File: src/rtl/evt_irq_pkg.sv
package evt_irq_pkg;

    localparam int NUM_SRC_DEF = 2;
    localparam int DATA_W_DEF  = 32;
    localparam int ADDR_W_DEF  = 4;

    // Bit positions of the two event sources
    localparam int SRC_TC = 0;
    localparam int SRC_CC = 1;

    typedef enum logic [1:0] {
        REG_STATUS = 2'd0,
        REG_INJECT = 2'd1,
        REG_MASK   = 2'd2,
        REG_MASKED = 2'd3
    } reg_sel_e;

    typedef struct packed {
        logic clr;
        logic inj;
        logic msk;
    } wr_strobe_t;

    function automatic wr_strobe_t decode_write(input logic we, input logic hit,
                                                input reg_sel_e sel);
        wr_strobe_t s;
        s.clr = we && hit && (sel == REG_STATUS);
        s.inj = we && hit && (sel == REG_INJECT);
        s.msk = we && hit && (sel == REG_MASK);
        return s;
    endfunction

endpackage

File: src/rtl/evt_wr_decode.sv
module evt_wr_decode
    import evt_irq_pkg::*;
#(
    parameter int ADDR_W = ADDR_W_DEF
) (
    input  logic              wr_en,
    input  logic [ADDR_W-1:0] addr,
    output logic              hit,
    output reg_sel_e          sel,
    output wr_strobe_t        strobe
);
    localparam int UPPER_W = ADDR_W - 2;

    generate
        if (UPPER_W > 0) begin : g_upper
            assign hit = (addr[ADDR_W-1:2] == '0);
        end else begin : g_noupper
            assign hit = 1'b1;
        end
    endgenerate

    assign sel = reg_sel_e'(addr[1:0]);

    always_comb begin
        strobe = decode_write(wr_en, hit, sel);
    end
endmodule

File: src/rtl/evt_status_bits.sv
module evt_status_bits #(
    parameter int NUM_SRC = 2
) (
    input  logic               clk,
    input  logic               rst,
    input  logic               clr_we,
    input  logic               inj_we,
    input  logic [NUM_SRC-1:0] wbits,
    input  logic [NUM_SRC-1:0] hw_evt,
    output logic [NUM_SRC-1:0] status
);
    generate
        for (genvar i = 0; i < NUM_SRC; i++) begin : g_bit
            logic set_i;
            logic clr_i;
            assign set_i = hw_evt[i] || (inj_we && wbits[i]);
            assign clr_i = clr_we && wbits[i];
            always_ff @(posedge clk) begin
                if (rst) begin
                    status[i] <= 1'b0;
                end else if (set_i) begin
                    // a set always beats a clear in the same cycle
                    status[i] <= 1'b1;
                end else if (clr_i) begin
                    status[i] <= 1'b0;
                end
            end
        end
    endgenerate
endmodule

File: src/rtl/evt_mask_reg.sv
module evt_mask_reg #(
    parameter int NUM_SRC = 2
) (
    input  logic               clk,
    input  logic               rst,
    input  logic               we,
    input  logic [NUM_SRC-1:0] wbits,
    output logic [NUM_SRC-1:0] mask
);
    always_ff @(posedge clk) begin
        if (rst) begin
            mask <= '0;
        end else if (we) begin
            mask <= wbits;
        end
    end
endmodule

File: src/rtl/evt_rd_mux.sv
module evt_rd_mux
    import evt_irq_pkg::*;
#(
    parameter int NUM_SRC = 2,
    parameter int DATA_W  = 32
) (
    input  logic               hit,
    input  reg_sel_e           sel,
    input  logic [NUM_SRC-1:0] status,
    input  logic [NUM_SRC-1:0] mask,
    output logic [DATA_W-1:0]  rd_data
);
    logic [NUM_SRC-1:0] field;

    always_comb begin
        unique case (sel)
            REG_STATUS: field = status;
            REG_INJECT: field = '0;
            REG_MASK:   field = mask;
            REG_MASKED: field = status & mask;
            default:    field = '0;
        endcase
        rd_data = '0;
        if (hit) begin
            rd_data[NUM_SRC-1:0] = field;
        end
    end
endmodule

File: src/rtl/evt_irq_regs.sv
module evt_irq_regs
    import evt_irq_pkg::*;
#(
    parameter int NUM_SRC = NUM_SRC_DEF,
    parameter int DATA_W  = DATA_W_DEF,
    parameter int ADDR_W  = ADDR_W_DEF
) (
    input  logic               clk,
    input  logic               rst,
    input  logic               wr_en,
    input  logic [ADDR_W-1:0]  addr,
    input  logic [DATA_W-1:0]  wr_data,
    output logic [DATA_W-1:0]  rd_data,
    input  logic [NUM_SRC-1:0] hw_evt,
    output logic               irq
);
    logic               hit;
    reg_sel_e           sel;
    wr_strobe_t         strobe;
    logic [NUM_SRC-1:0] status_q;
    logic [NUM_SRC-1:0] mask_q;

    evt_wr_decode #(.ADDR_W(ADDR_W)) u_dec (
        .wr_en  (wr_en),
        .addr   (addr),
        .hit    (hit),
        .sel    (sel),
        .strobe (strobe)
    );

    evt_status_bits #(.NUM_SRC(NUM_SRC)) u_stat (
        .clk    (clk),
        .rst    (rst),
        .clr_we (strobe.clr),
        .inj_we (strobe.inj),
        .wbits  (wr_data[NUM_SRC-1:0]),
        .hw_evt (hw_evt),
        .status (status_q)
    );

    evt_mask_reg #(.NUM_SRC(NUM_SRC)) u_mask (
        .clk   (clk),
        .rst   (rst),
        .we    (strobe.msk),
        .wbits (wr_data[NUM_SRC-1:0]),
        .mask  (mask_q)
    );

    evt_rd_mux #(.NUM_SRC(NUM_SRC), .DATA_W(DATA_W)) u_rd (
        .hit     (hit),
        .sel     (sel),
        .status  (status_q),
        .mask    (mask_q),
        .rd_data (rd_data)
    );

    always_ff @(posedge clk) begin
        if (rst) begin
            irq <= 1'b0;
        end else begin
            irq <= |(status_q & mask_q);
        end
    end
endmodule

File: config.mk
export PLATFORM = sky130hd
export DESIGN_NAME = evt_irq_regs
export DESIGN_NICKNAME = d
export VERILOG_FILES = /design/src/rtl/evt_irq_pkg.sv /design/src/rtl/evt_wr_decode.sv /design/src/rtl/evt_status_bits.sv /design/src/rtl/evt_mask_reg.sv /design/src/rtl/evt_rd_mux.sv /design/src/rtl/evt_irq_regs.sv
export SDC_FILE = /design/constraint.sdc
export NUM_CORES = 1
export LEC_CHECK = 0
export BUFFER_PORTS_ARGS = -buffer_cell sky130_fd_sc_hd__buf_2
export CAP_MARGIN = 10
export CORE_MARGIN = 10
export CORE_UTILIZATION = 29
export CTS_CLUSTER_DIAMETER = 100
export DETAILED_ROUTE_END_ITERATION = 12
export PLACE_DENSITY = 0.8
export SKIP_CTS_REPAIR_TIMING = 1
export SLEW_MARGIN = 20
export SYNTH_ARGS = -nofsm -noshare
export SYNTH_HDL_FRONTEND = slang
export SYNTH_SLANG_ARGS = --single-unit
export TNS_END_PERCENT = 5
File: constraint.sdc
create_clock -name clk -period 1.2 [get_ports clk]
set_clock_uncertainty 0.1 [all_clocks]
set_input_delay 0.3 -clock clk [delete_from_list [all_inputs] [get_ports clk]]
set_output_delay 0.3 -clock clk [all_outputs]
set_load 0.02 [all_outputs]
==> After elaboration in Yosys (flattened, before gate mapping) <==
Index checks and enable logic that the tools add are counted.
{ "op_classes": {"n_bitwise": 1, "muxes": 6, "n_eq_ne": 3, "reduce_logical": 15} }
{ "ops": {"columns": ["operator", "count"], "rows": [
  ["$logic_and 1x1->1", 8],
  ["$pmux 2 s4", 1],
  ["$eq 2x2->1 const B", 2],
  ["$logic_not 2->1", 2],
  ["$mux 1", 4],
  ["$reduce_bool 2->1", 2],
  ["$and 2x2->2", 1],
  ["$eq 2x1->1 const B", 1],
  ["$logic_or 1x1->1", 2],
  ["$mux 2", 1],
  ["$reduce_or 2->1", 1]
]} }
{ "word_totals": {"out_inout_bits": 33, "input_bits": 41, "ff_bits": 5} }

==> Depth between registers and ports, before layout <==
Gate-level depths: netlist of run 1.
{ "logic_depth": {"ltp_word": 6, "ltp_mapped": 3, "depth_no_buf": 3} }

==> Cells and area by module <==
A second synthesis of run 1 with hierarchy kept.
{ "unflattened": {"cells_unflattened": 62, "area_unflattened_um2": 514.2} }
{ "modules_own_cells": {"columns": ["mod", "area_per_inst_um2", "instances", "cells_each"], "rows": [
  ["evt_rd_mux", 281.5, 1, 39],
  ["evt_status_bits", 80.1, 1, 8],
  ["evt_mask_reg", 67.6, 1, 6],
  ["evt_wr_decode", 53.8, 1, 6],
  ["evt_irq_regs", 31.3, 1, 3]
]} }

==> Worst setup path after synthesis of run 1 <==
No wires, ideal clock.
{ "synth_path": {"path_type": "input to output", "from": "input addr[0]", "to": "output rd_data[0]", "path_slack_ps": -335, "t_arrival_ps": 1135, "path_stages": 3, "required_time_ps": 800, "path_buffers": 0, "cell_sequence": "and2b_1 -> nand2_1 -> a211oi_1"} }
{ "synth_between": {"elab_chain_cells": 3, "elab_cells_between_ends": 6, "classes_between": "eq/ne: 3; mux: 2; reduce/logical: 1"} }
{ "synth_rtl": {"columns": ["item", "line_no", "rtl"], "rows": [
  ["start: declaration", "evt_irq_regs.sv:11", "input logic [ADDR_W-1:0] addr,"],
  ["$eq 2x2->1 (tied with other cells)", "evt_rd_mux.sv:16", "unique case (sel)"],
  ["$pmux 2 s4 *", "evt_rd_mux.sv:16", null],
  ["$mux 2 *", "evt_rd_mux.sv:24", "if (hit) begin"],
  ["end: declaration", "evt_irq_regs.sv:13", "output logic [DATA_W-1:0] rd_data,"]
]} }
Mark *: on every way between the ends. The rest lies on a longest branch, timed or not.

==> Worst setup path in the final report of run 1 <==
{ "layout_path": {"from": "register u_mask.mask[0]", "to": "output rd_data[0]"} }
{ "layout_between": {"elab_chain_cells": 3} }
{ "layout_rtl": {"columns": ["item", "line_no", "rtl"], "rows": [
  ["start: declaration", "evt_mask_reg.sv:8", "output logic [NUM_SRC-1:0] mask"],
  ["start signal: assignment", "evt_mask_reg.sv:14", "mask <= wbits;"],
  ["$and 2x2->2", "evt_rd_mux.sv:20", "REG_MASKED: field = status & mask;"],
  ["$pmux 2 s4 *", "evt_rd_mux.sv:16", null],
  ["$mux 2 *", "evt_rd_mux.sv:24", null]
]} }
Marks and branches as above.

==> flow_summary.ini, run 1 <==
[run_status]
status = complete, but fails checks
violations = setup timing

[yosys]
ys_warn_count = 0
ys_top_cells_by_area = sky130_fd_sc_hd__buf_4 (45%), sky130_fd_sc_hd__dfxtp_1 (20%), sky130_fd_sc_hd__a21oi_1 (4.0%)
post_synth_num_cell_types = 22
yosysTopAreaCellShare_pct = 44.6
post_synth_inst_count = 65
synth.largest_area_cell = sky130_fd_sc_hd__buf_4
synth_area_um2 = 505
synth-seq-area-share_pct = 19.8
synth_enable_flop_cells = 0
synthesis.area_per_instance_um2 = 7.78
async_reset_ff_share_pct = 0
synth_ff_type = sky130_fd_sc_hd__dfxtp_1
yosys_register_bits = 5

[pwr]
power_mw = 0.549
cellPowerDensity_mw_per_mm2 = 896
static-leakage-power_nw = 0.311
intPower_mw = 0.348
power_frac_seq_pct = 32.2
total_switching_power_mw = 0.201
vdd_ir_drop_max_mv = 0.534
p_sw_share_pct = 36.6
pwr-share-comb_pct = 32.9
clkPwrFrac_pct = 34.9

[routing]
initialDrtViolationCount = 10
count_of_tritonroute_iterations_in_the_first_routing_pass = 4
dr_total_vias = 426
detail_route.drc_violations = 0
route.antenna.remaining_nets = 0
drt_wl_total_um = 1200
detail_routed_via_count_per_cell = 4.02
wl_per_cell_um = 11.3

[setup_path]
critical_path.cell_chain = buf_4 > nand2_2 > a211oi_4 > buf_6
worstSetupStartpointType = flop
critical_path_buf_inv_count = 2
timing.critical_path.fanout_max = 3
slowest_stage = sky130_fd_sc_hd__dfxtp_2
cp_data_required_time_ns = 0.80
crit_type = reg2out
critPathCaptureType = primary output
cp_data_arrival_time_ns = 1.10
critPathMaxStageDelay_ns = 0.31
worst_path_dominant_cell_family = flip-flops

[cts]
cts_root_buffer = sky130_fd_sc_hd__clkbuf_4
number_of_cts_inserted_buffers = 3
cts_tree = yes
cts.clk_slew.worst_paths_ns = 0.04
insertion_delay_ns = 0.24
ctsHtreeMaxLevel = 1
cts_num_sinks = 5
cts.path.max_buffers = 2

[timing]
final.setup.worst_slack_ns = -0.299
grt_setup_unrepaired = true
hold_slack_ns = 0.170
clock.fmax_ghz = 0.667
final-max-slew-violation-count = 0
timing_hold_violations_final = 0
finalWorstPathRequiredPeriod_ns = 1.50
totalNegativeSetupSlack_ns = -0.589
fin_crit_sh_pct = 125
setup_viol = 2

[floorplan]
die_x_um = 61.8
core_mm2 = 0.00169
num_rows = 15
ioPinCount = 74
floorplan.initialDensity_pct = 29.9
chipHeight_um = 61.8
design.die.area_mm2 = 0.00381

[grt]
initial_antenna_violation_count = 0
pin_count_of_the_biggest_net_entering_global_routing = 7
via_count_of_the_first_global_routing_pass = 364
grt_remaining_overflow = 0
grt_first_pass_wirelength_um = 1440
grt.total_usage_pct = 5.30

[cells_and_area]
final_std_cell_area_no_fill_um2 = 613
post_route_cells_drive_above_1_share_pct = 37.1
num-nets-final = 131
finish.cell_count_without_fillers = 106
insertedDiodeCount = 0
seq_area_um2 = 101
area_growth_pct = 21.3
fillCellCount = 183
area_occupied_by_multi_input_gates_um2 = 323

[flow_run]
max_capacitance_violation_total = 0

[placed_design]
place.port_buffers = 13
placed_cell_area_um2 = 563
gpl.final_weighted_congestion = 0.724
placedCellCount = 102
post-dp-hpwl_um = 1100

[min_path]
timing.hold.worst.class = in2reg
==> final timing paths <==
path	startpoint	end	slack, ns	cells past startpoint
min reg2reg	u_mask.mask[1]	u_mask.mask[1]	0.43	2
max	u_mask.mask[0]	rd_data[0]	-0.30	4
max reg2reg	u_stat.status[0]	u_stat.status[0]	0.23	4
min	rst	u_mask.mask[0]	0.17	2
==> metrics by stage <==
step	utilization, %	worst slack, ns
6_report	36.3	-0.299
5_1_grt	36.3	-0.348
4_1_cts	34.9	-0.380
3_5_place_dp	33.3	-0.335
3_3_place_gp	33.3	-0.306
2_1_floorplan	-	-0.0855
==> kinds of logic (layout without fill, tap and decap cells) <==
group | count (synthesis) | in the layout | synth area share (%)
buf+inv | 32 | 27 | 46.0
flops | 5 | 5 | 19.8
other cells | 1 | 30 | 0.742
simple gates | 13 | 13 | 15.8
compound gates | 14 | 14 | 17.6
==> power by group through the flow <==
stage / clock network (mW) / logic (mW) / registers [mW]
6_report: 0.192 / 0.181 / 0.177
5_1_grt: 0.209 / 0.195 / 0.177
4_1_cts: 0.198 / 0.169 / 0.176
3_5_place_dp: 0 / 0.169 / 0.179
3_3_place_gp: 0 / 0.166 / 0.179
2_1_floorplan: 0 / 0.188 / 0.180
==> flip-flops by register name, indices dropped and copies added, names as in the netlist <==
signal         count
irq                1
u_stat.status      2
u_mask.mask        2
==> per-layer routing <==
layer  GRT usage (%)  vias up  wire (µm)
met4            4.78        0         29
met3            3.05        2        183
met1            5.56      183        472
li1                -      207          -
met2            7.32       34        516
met5               0        -          0
==> area by class of cell <==
type                            count  share of cell area (%)
Clock buffer                        4                    4.29
Inverter                            2                    1.22
Multi-Input combinational cell     57                    52.7
Sequential cell                     5                    16.5
Tap cell                           17                    3.47
Timing Repair Buffer               21                    21.8
==> synthesized netlist by cell type, drive strengths merged (2+ instances only) <==
cell     n
buf     30
dfxtp    5
a21oi    4
o21ai    3
a31o     2
a31oi    2
inv      2
nand2b   2
nand3    2
nor2     2
==> worst reg2reg max path, cell delays in order (launching register included) <==
cell                      delay (ns)
sky130_fd_sc_hd__dfxtp_1        0.35
sky130_fd_sc_hd__buf_4          0.12
sky130_fd_sc_hd__inv_1          0.03
sky130_fd_sc_hd__a31o_1         0.17
sky130_fd_sc_hd__a21oi_1        0.13
==> cells in the final DEF, fill, tap and decap left out, drive strengths merged <==
| cell type | instances |
|---|---|
| conb | 30 |
| buf | 21 |
| dfxtp | 5 |
| a21oi | 4 |
| clkbuf | 4 |
| o21ai | 3 |
| nand3 | 2 |
| a31oi | 2 |
| inv | 2 |
| a31o | 2 |
| nor2 | 2 |
| nand2b | 2 |
| and2 | 1 |
| and2b | 1 |
| nand2 | 1 |
| a211oi | 1 |
| a32oi | 1 |
| nor3 | 1 |
| nor3b | 1 |
| or3b | 1 |
| nor2b | 1 |
| a22oi | 1 |
Power figures use the tool's default switching activity.
==> run 2: changes to the inputs <==
CORE_MARGIN = 1   (was 10)
==> flow_summary.ini, run 2 (same netlist as run 1, synthesis figures left out) <==
[cts]
cts_num_sinks = 5
ctsHtreeMaxLevel = 1
cts.path.max_buffers = 2
cts.clk_slew.worst_paths_ns = 0.05
cts_root_buffer = sky130_fd_sc_hd__clkbuf_4
insertion_delay_ns = 0.25
cts_tree = yes
number_of_cts_inserted_buffers = 3

[setup_path]
cp_data_required_time_ns = 0.80
worstReg2RegEnd = u_stat.status[0]
worst_setup_path_endpoint = rd_data[0]
critPathCaptureType = primary output
cp_data_arrival_time_ns = 1.13
ff2ff_setup_slack_ns = 0.24
startpoint = u_mask.mask[0]
timing.critical_path.fanout_max = 3
reg2regPathDepth = 4
worstSetupStartpointType = flop
crit_type = reg2out
worst_r2r_src = u_stat.status[0]

[placed_design]
place.port_buffers = 13
placedCellCount = 101
gpl.final_weighted_congestion = 0.800
dp_slack_ns = -0.342
post-dp-hpwl_um = 725
placed_cell_area_um2 = 562

[floorplan]
chipHeight_um = 43.8
core_mm2 = 0.00156
ioPinCount = 74
design.die.area_mm2 = 0.00191
num_rows = 14
floorplan.initialDensity_pct = 32.4
die_x_um = 43.8

[run_status]
status = complete, but fails checks
violations = DRC, setup timing

[routing]
count_of_tritonroute_iterations_in_the_first_routing_pass = 8
drt_wl_total_um = 906
initialDrtViolationCount = 10
route.antenna.remaining_nets = 0
dr_total_vias = 422
wl_per_cell_um = 8.63
detail_route.drc_violations = 5
detail_routed_via_count_per_cell = 4.02

[cells_and_area]
finalCoreUtilization_pct = 39.5
insertedDiodeCount = 0
largest_registers_in_the_final_layout = u_mask.mask: 2 flops, u_stat.status: 2 flops, irq: 1 flops
area_occupied_by_multi_input_gates_um2 = 325
final_std_cell_area_no_fill_um2 = 616
area_growth_pct = 21.8
most_common_cell_after_layout_fill_and_taps_aside = sky130_fd_sc_hd__conb_1
num-nets-final = 131
finish.cell_count_without_fillers = 105
seq_area_um2 = 103
fillCellCount = 159
layout.cells.most_common_list = sky130_fd_sc_hd__conb_1 (30), sky130_fd_sc_hd__buf_2 (11), sky130_fd_sc_hd__buf_4 (9)
post_route_cells_drive_above_1_share_pct = 39.3

[timing]
fin_crit_sh_pct = 127
finalWorstPathRequiredPeriod_ns = 1.53
hold_slack_ns = 0.183
timing_hold_violations_final = 0
final.setup.worst_slack_ns = -0.327
clock.fmax_ghz = 0.655
final-max-slew-violation-count = 0
totalNegativeSetupSlack_ns = -0.615
setup_viol = 2
grt_setup_unrepaired = true

[pwr]
vdd_ir_drop_max_mv = 0.813
cellPowerDensity_mw_per_mm2 = 896
static-leakage-power_nw = 0.313
power_mw = 0.551

[grt]
initial_antenna_violation_count = 0
pin_count_of_the_biggest_net_entering_global_routing = 7
grt_remaining_overflow = 0
via_count_of_the_first_global_routing_pass = 325
grt.total_usage_pct = 10.3
grt_first_pass_wirelength_um = 1350

[min_path]
timing.hold.worst.class = in2reg

[flow_run]
max_capacitance_violation_total = 0
==> run 2: report_power, final <==
| part | leakage, nW | internal, mW | switching, mW | total, mW |
|---|---|---|---|---|
| Clock | 0.0150 | 0.126 | 0.0703 | 0.196 |
| Sequential | 0.0417 | 0.173 | 0.00393 | 0.177 |
| Combinational | 0.256 | 0.0500 | 0.128 | 0.178 |
| Total | 0.313 | 0.349 | 0.202 | 0.551 |
==> run 2: cell type report <==
cell class / instances / area share, %
inverter: 2 / 1.22
tap: 16 / 3.25
multi-input combinational: 57 / 52.8
sequential: 5 / 16.7
clock buffer: 4 / 4.27
timing repair buffer: 21 / 21.7
==> run 2: worst min path at each step <==
stage	from	end	slack, ns	cells after the start
2_1_floorplan	rst	u_mask.mask[0]	0.26	1
3_3_place_gp	u_mask.mask[1]	u_mask.mask[1]	0.40	2
3_5_place_dp	u_mask.mask[1]	u_mask.mask[1]	0.42	2
4_1_cts	rst	u_mask.mask[0]	0.17	2
5_1_grt	rst	u_stat.status[1]	0.19	2
6_report	rst	u_mask.mask[0]	0.18	2
==> run 2: metal layers <==
| metal | global-route usage [%] | vias to the layer above | wire length [µm] |
|---|---|---|---|
| met4 | 5.63 | 0 | 15 |
| li1 | - | 207 | - |
| met3 | 6.25 | 2 | 104 |
| met1 | 11.5 | 180 | 388 |
| met5 | 0 | - | 0 |
| met2 | 15.2 | 33 | 397 |
==> run 2: critical path, stage by stage, from the launching register on <==
cell,delay (ns)
sky130_fd_sc_hd__dfxtp_2,0.32
sky130_fd_sc_hd__buf_4,0.12
sky130_fd_sc_hd__nand2_2,0.06
sky130_fd_sc_hd__a211oi_4,0.24
sky130_fd_sc_hd__buf_6,0.14
==> run 3: changes to the inputs <==
CAP_MARGIN = 20   (was 10)
RECOVER_POWER = 100   (was not set)
==> flow_summary.ini, run 3 (same netlist as run 1, synthesis figures left out) <==
[run_status]
status = complete, but fails checks
violations = DRC, setup timing

[routing]
detail_route.drc_violations = 5
initialDrtViolationCount = 7
count_of_tritonroute_iterations_in_the_first_routing_pass = 9
detail_routed_via_count_per_cell = 4.06
drt_wl_total_um = 906
dr_total_vias = 426
route.antenna.remaining_nets = 0
wl_per_cell_um = 8.63

[grt]
grt_first_pass_wirelength_um = 1350
grt.total_usage_pct = 10.3
pin_count_of_the_biggest_net_entering_global_routing = 7
via_count_of_the_first_global_routing_pass = 325
grt_remaining_overflow = 0
initial_antenna_violation_count = 0

[timing]
hold_slack_ns = 0.184
finalWorstPathRequiredPeriod_ns = 1.53
timing_hold_violations_final = 0
final.setup.worst_slack_ns = -0.325
grt_setup_unrepaired = true
fin_crit_sh_pct = 127
final-max-slew-violation-count = 0
clock.fmax_ghz = 0.656
totalNegativeSetupSlack_ns = -0.613
setup_viol = 2

[cells_and_area]
insertedDiodeCount = 0
most_common_cell_after_layout_fill_and_taps_aside = sky130_fd_sc_hd__conb_1
post_route_cells_drive_above_1_share_pct = 37.1
fillCellCount = 162
finalCoreUtilization_pct = 39.2
layout.cells.most_common_list = sky130_fd_sc_hd__conb_1 (30), sky130_fd_sc_hd__buf_2 (10), sky130_fd_sc_hd__buf_4 (7)
largest_registers_in_the_final_layout = u_mask.mask: 2 flops, u_stat.status: 2 flops, irq: 1 flops
area_growth_pct = 20.8
area_occupied_by_multi_input_gates_um2 = 325
finish.cell_count_without_fillers = 105
seq_area_um2 = 101
num-nets-final = 131
final_std_cell_area_no_fill_um2 = 611

[floorplan]
chipHeight_um = 43.8
die_x_um = 43.8
core_mm2 = 0.00156
ioPinCount = 74
floorplan.initialDensity_pct = 32.4
design.die.area_mm2 = 0.00191
num_rows = 14

[cts]
cts.path.max_buffers = 2
insertion_delay_ns = 0.24
cts_num_sinks = 5
cts_tree = yes
ctsHtreeMaxLevel = 1
cts.clk_slew.worst_paths_ns = 0.05
cts_root_buffer = sky130_fd_sc_hd__clkbuf_4
number_of_cts_inserted_buffers = 3

[setup_path]
slowest_stage = sky130_fd_sc_hd__dfxtp_2
critPathMaxStageDelay_ns = 0.32
critPathCaptureType = primary output
cp_data_required_time_ns = 0.80
cp_data_arrival_time_ns = 1.13
worstSetupStartpointType = flop
startpoint = u_mask.mask[0]
timing.critical_path.fanout_max = 3
crit_type = reg2out
worst_r2r_src = u_stat.status[1]
critical_path.cell_chain = buf_4 > nand2_2 > a211oi_4 > buf_6

[min_path]
timing.hold.worst.class = in2reg
worstHoldStart = rst

[flow_run]
max_capacitance_violation_total = 0

[placed_design]
place.port_buffers = 13
placedCellCount = 101
gpl.final_weighted_congestion = 0.800
dp_slack_ns = -0.342
placed_cell_area_um2 = 562
post-dp-hpwl_um = 725

[pwr]
cellPowerDensity_mw_per_mm2 = 897
vdd_ir_drop_max_mv = 0.808
power_mw = 0.548
static-leakage-power_nw = 0.307
run 3: cell count changes in the layout (fill, tap and decap cells not counted), sizes merged:
cell and delta:
buf -3, clkbuf +3
run 3: power by group:
group          total [mW]  internal [mW]  switching [mW]
logic               0.175         0.0477           0.128
clock network       0.196          0.126          0.0699
registers           0.177          0.173         0.00388
run 3: layer usage:
layer,up-vias,GRT usage (%),wire length [µm]
met5,-,0,0
met4,0,5.63,15
met3,2,6.25,104
met2,33,15.2,400
met1,183,11.5,386
li1,208,-,-
run 3: cell type report:
class,instances,share of cell area (%)
multi-input cells,57,53.3
clock buffers,4,4.30
well taps,16,3.28
inverters,2,1.23
flip-flops and latches,5,16.6
repair buffers,21,21.3
run 3: final timing paths:
path | cells after the start | end | slack [ns]
worst max-delay path | 4 | rd_data[0] | -0.33
worst min-delay path | 2 | u_mask.mask[0] | 0.18
worst max register to register | 4 | u_stat.status[1] | 0.17
worst min register to register | 2 | u_mask.mask[1] | 0.45
run 3: worst max-delay path: cells and delay by family, from the launching register on:
family                 cells  cell delay, ns
flip-flops                 1            0.32
AND/OR/NAND/NOR            1            0.06
buffers and inverters      2            0.26
AO/OA/AOI/OAI              1            0.24
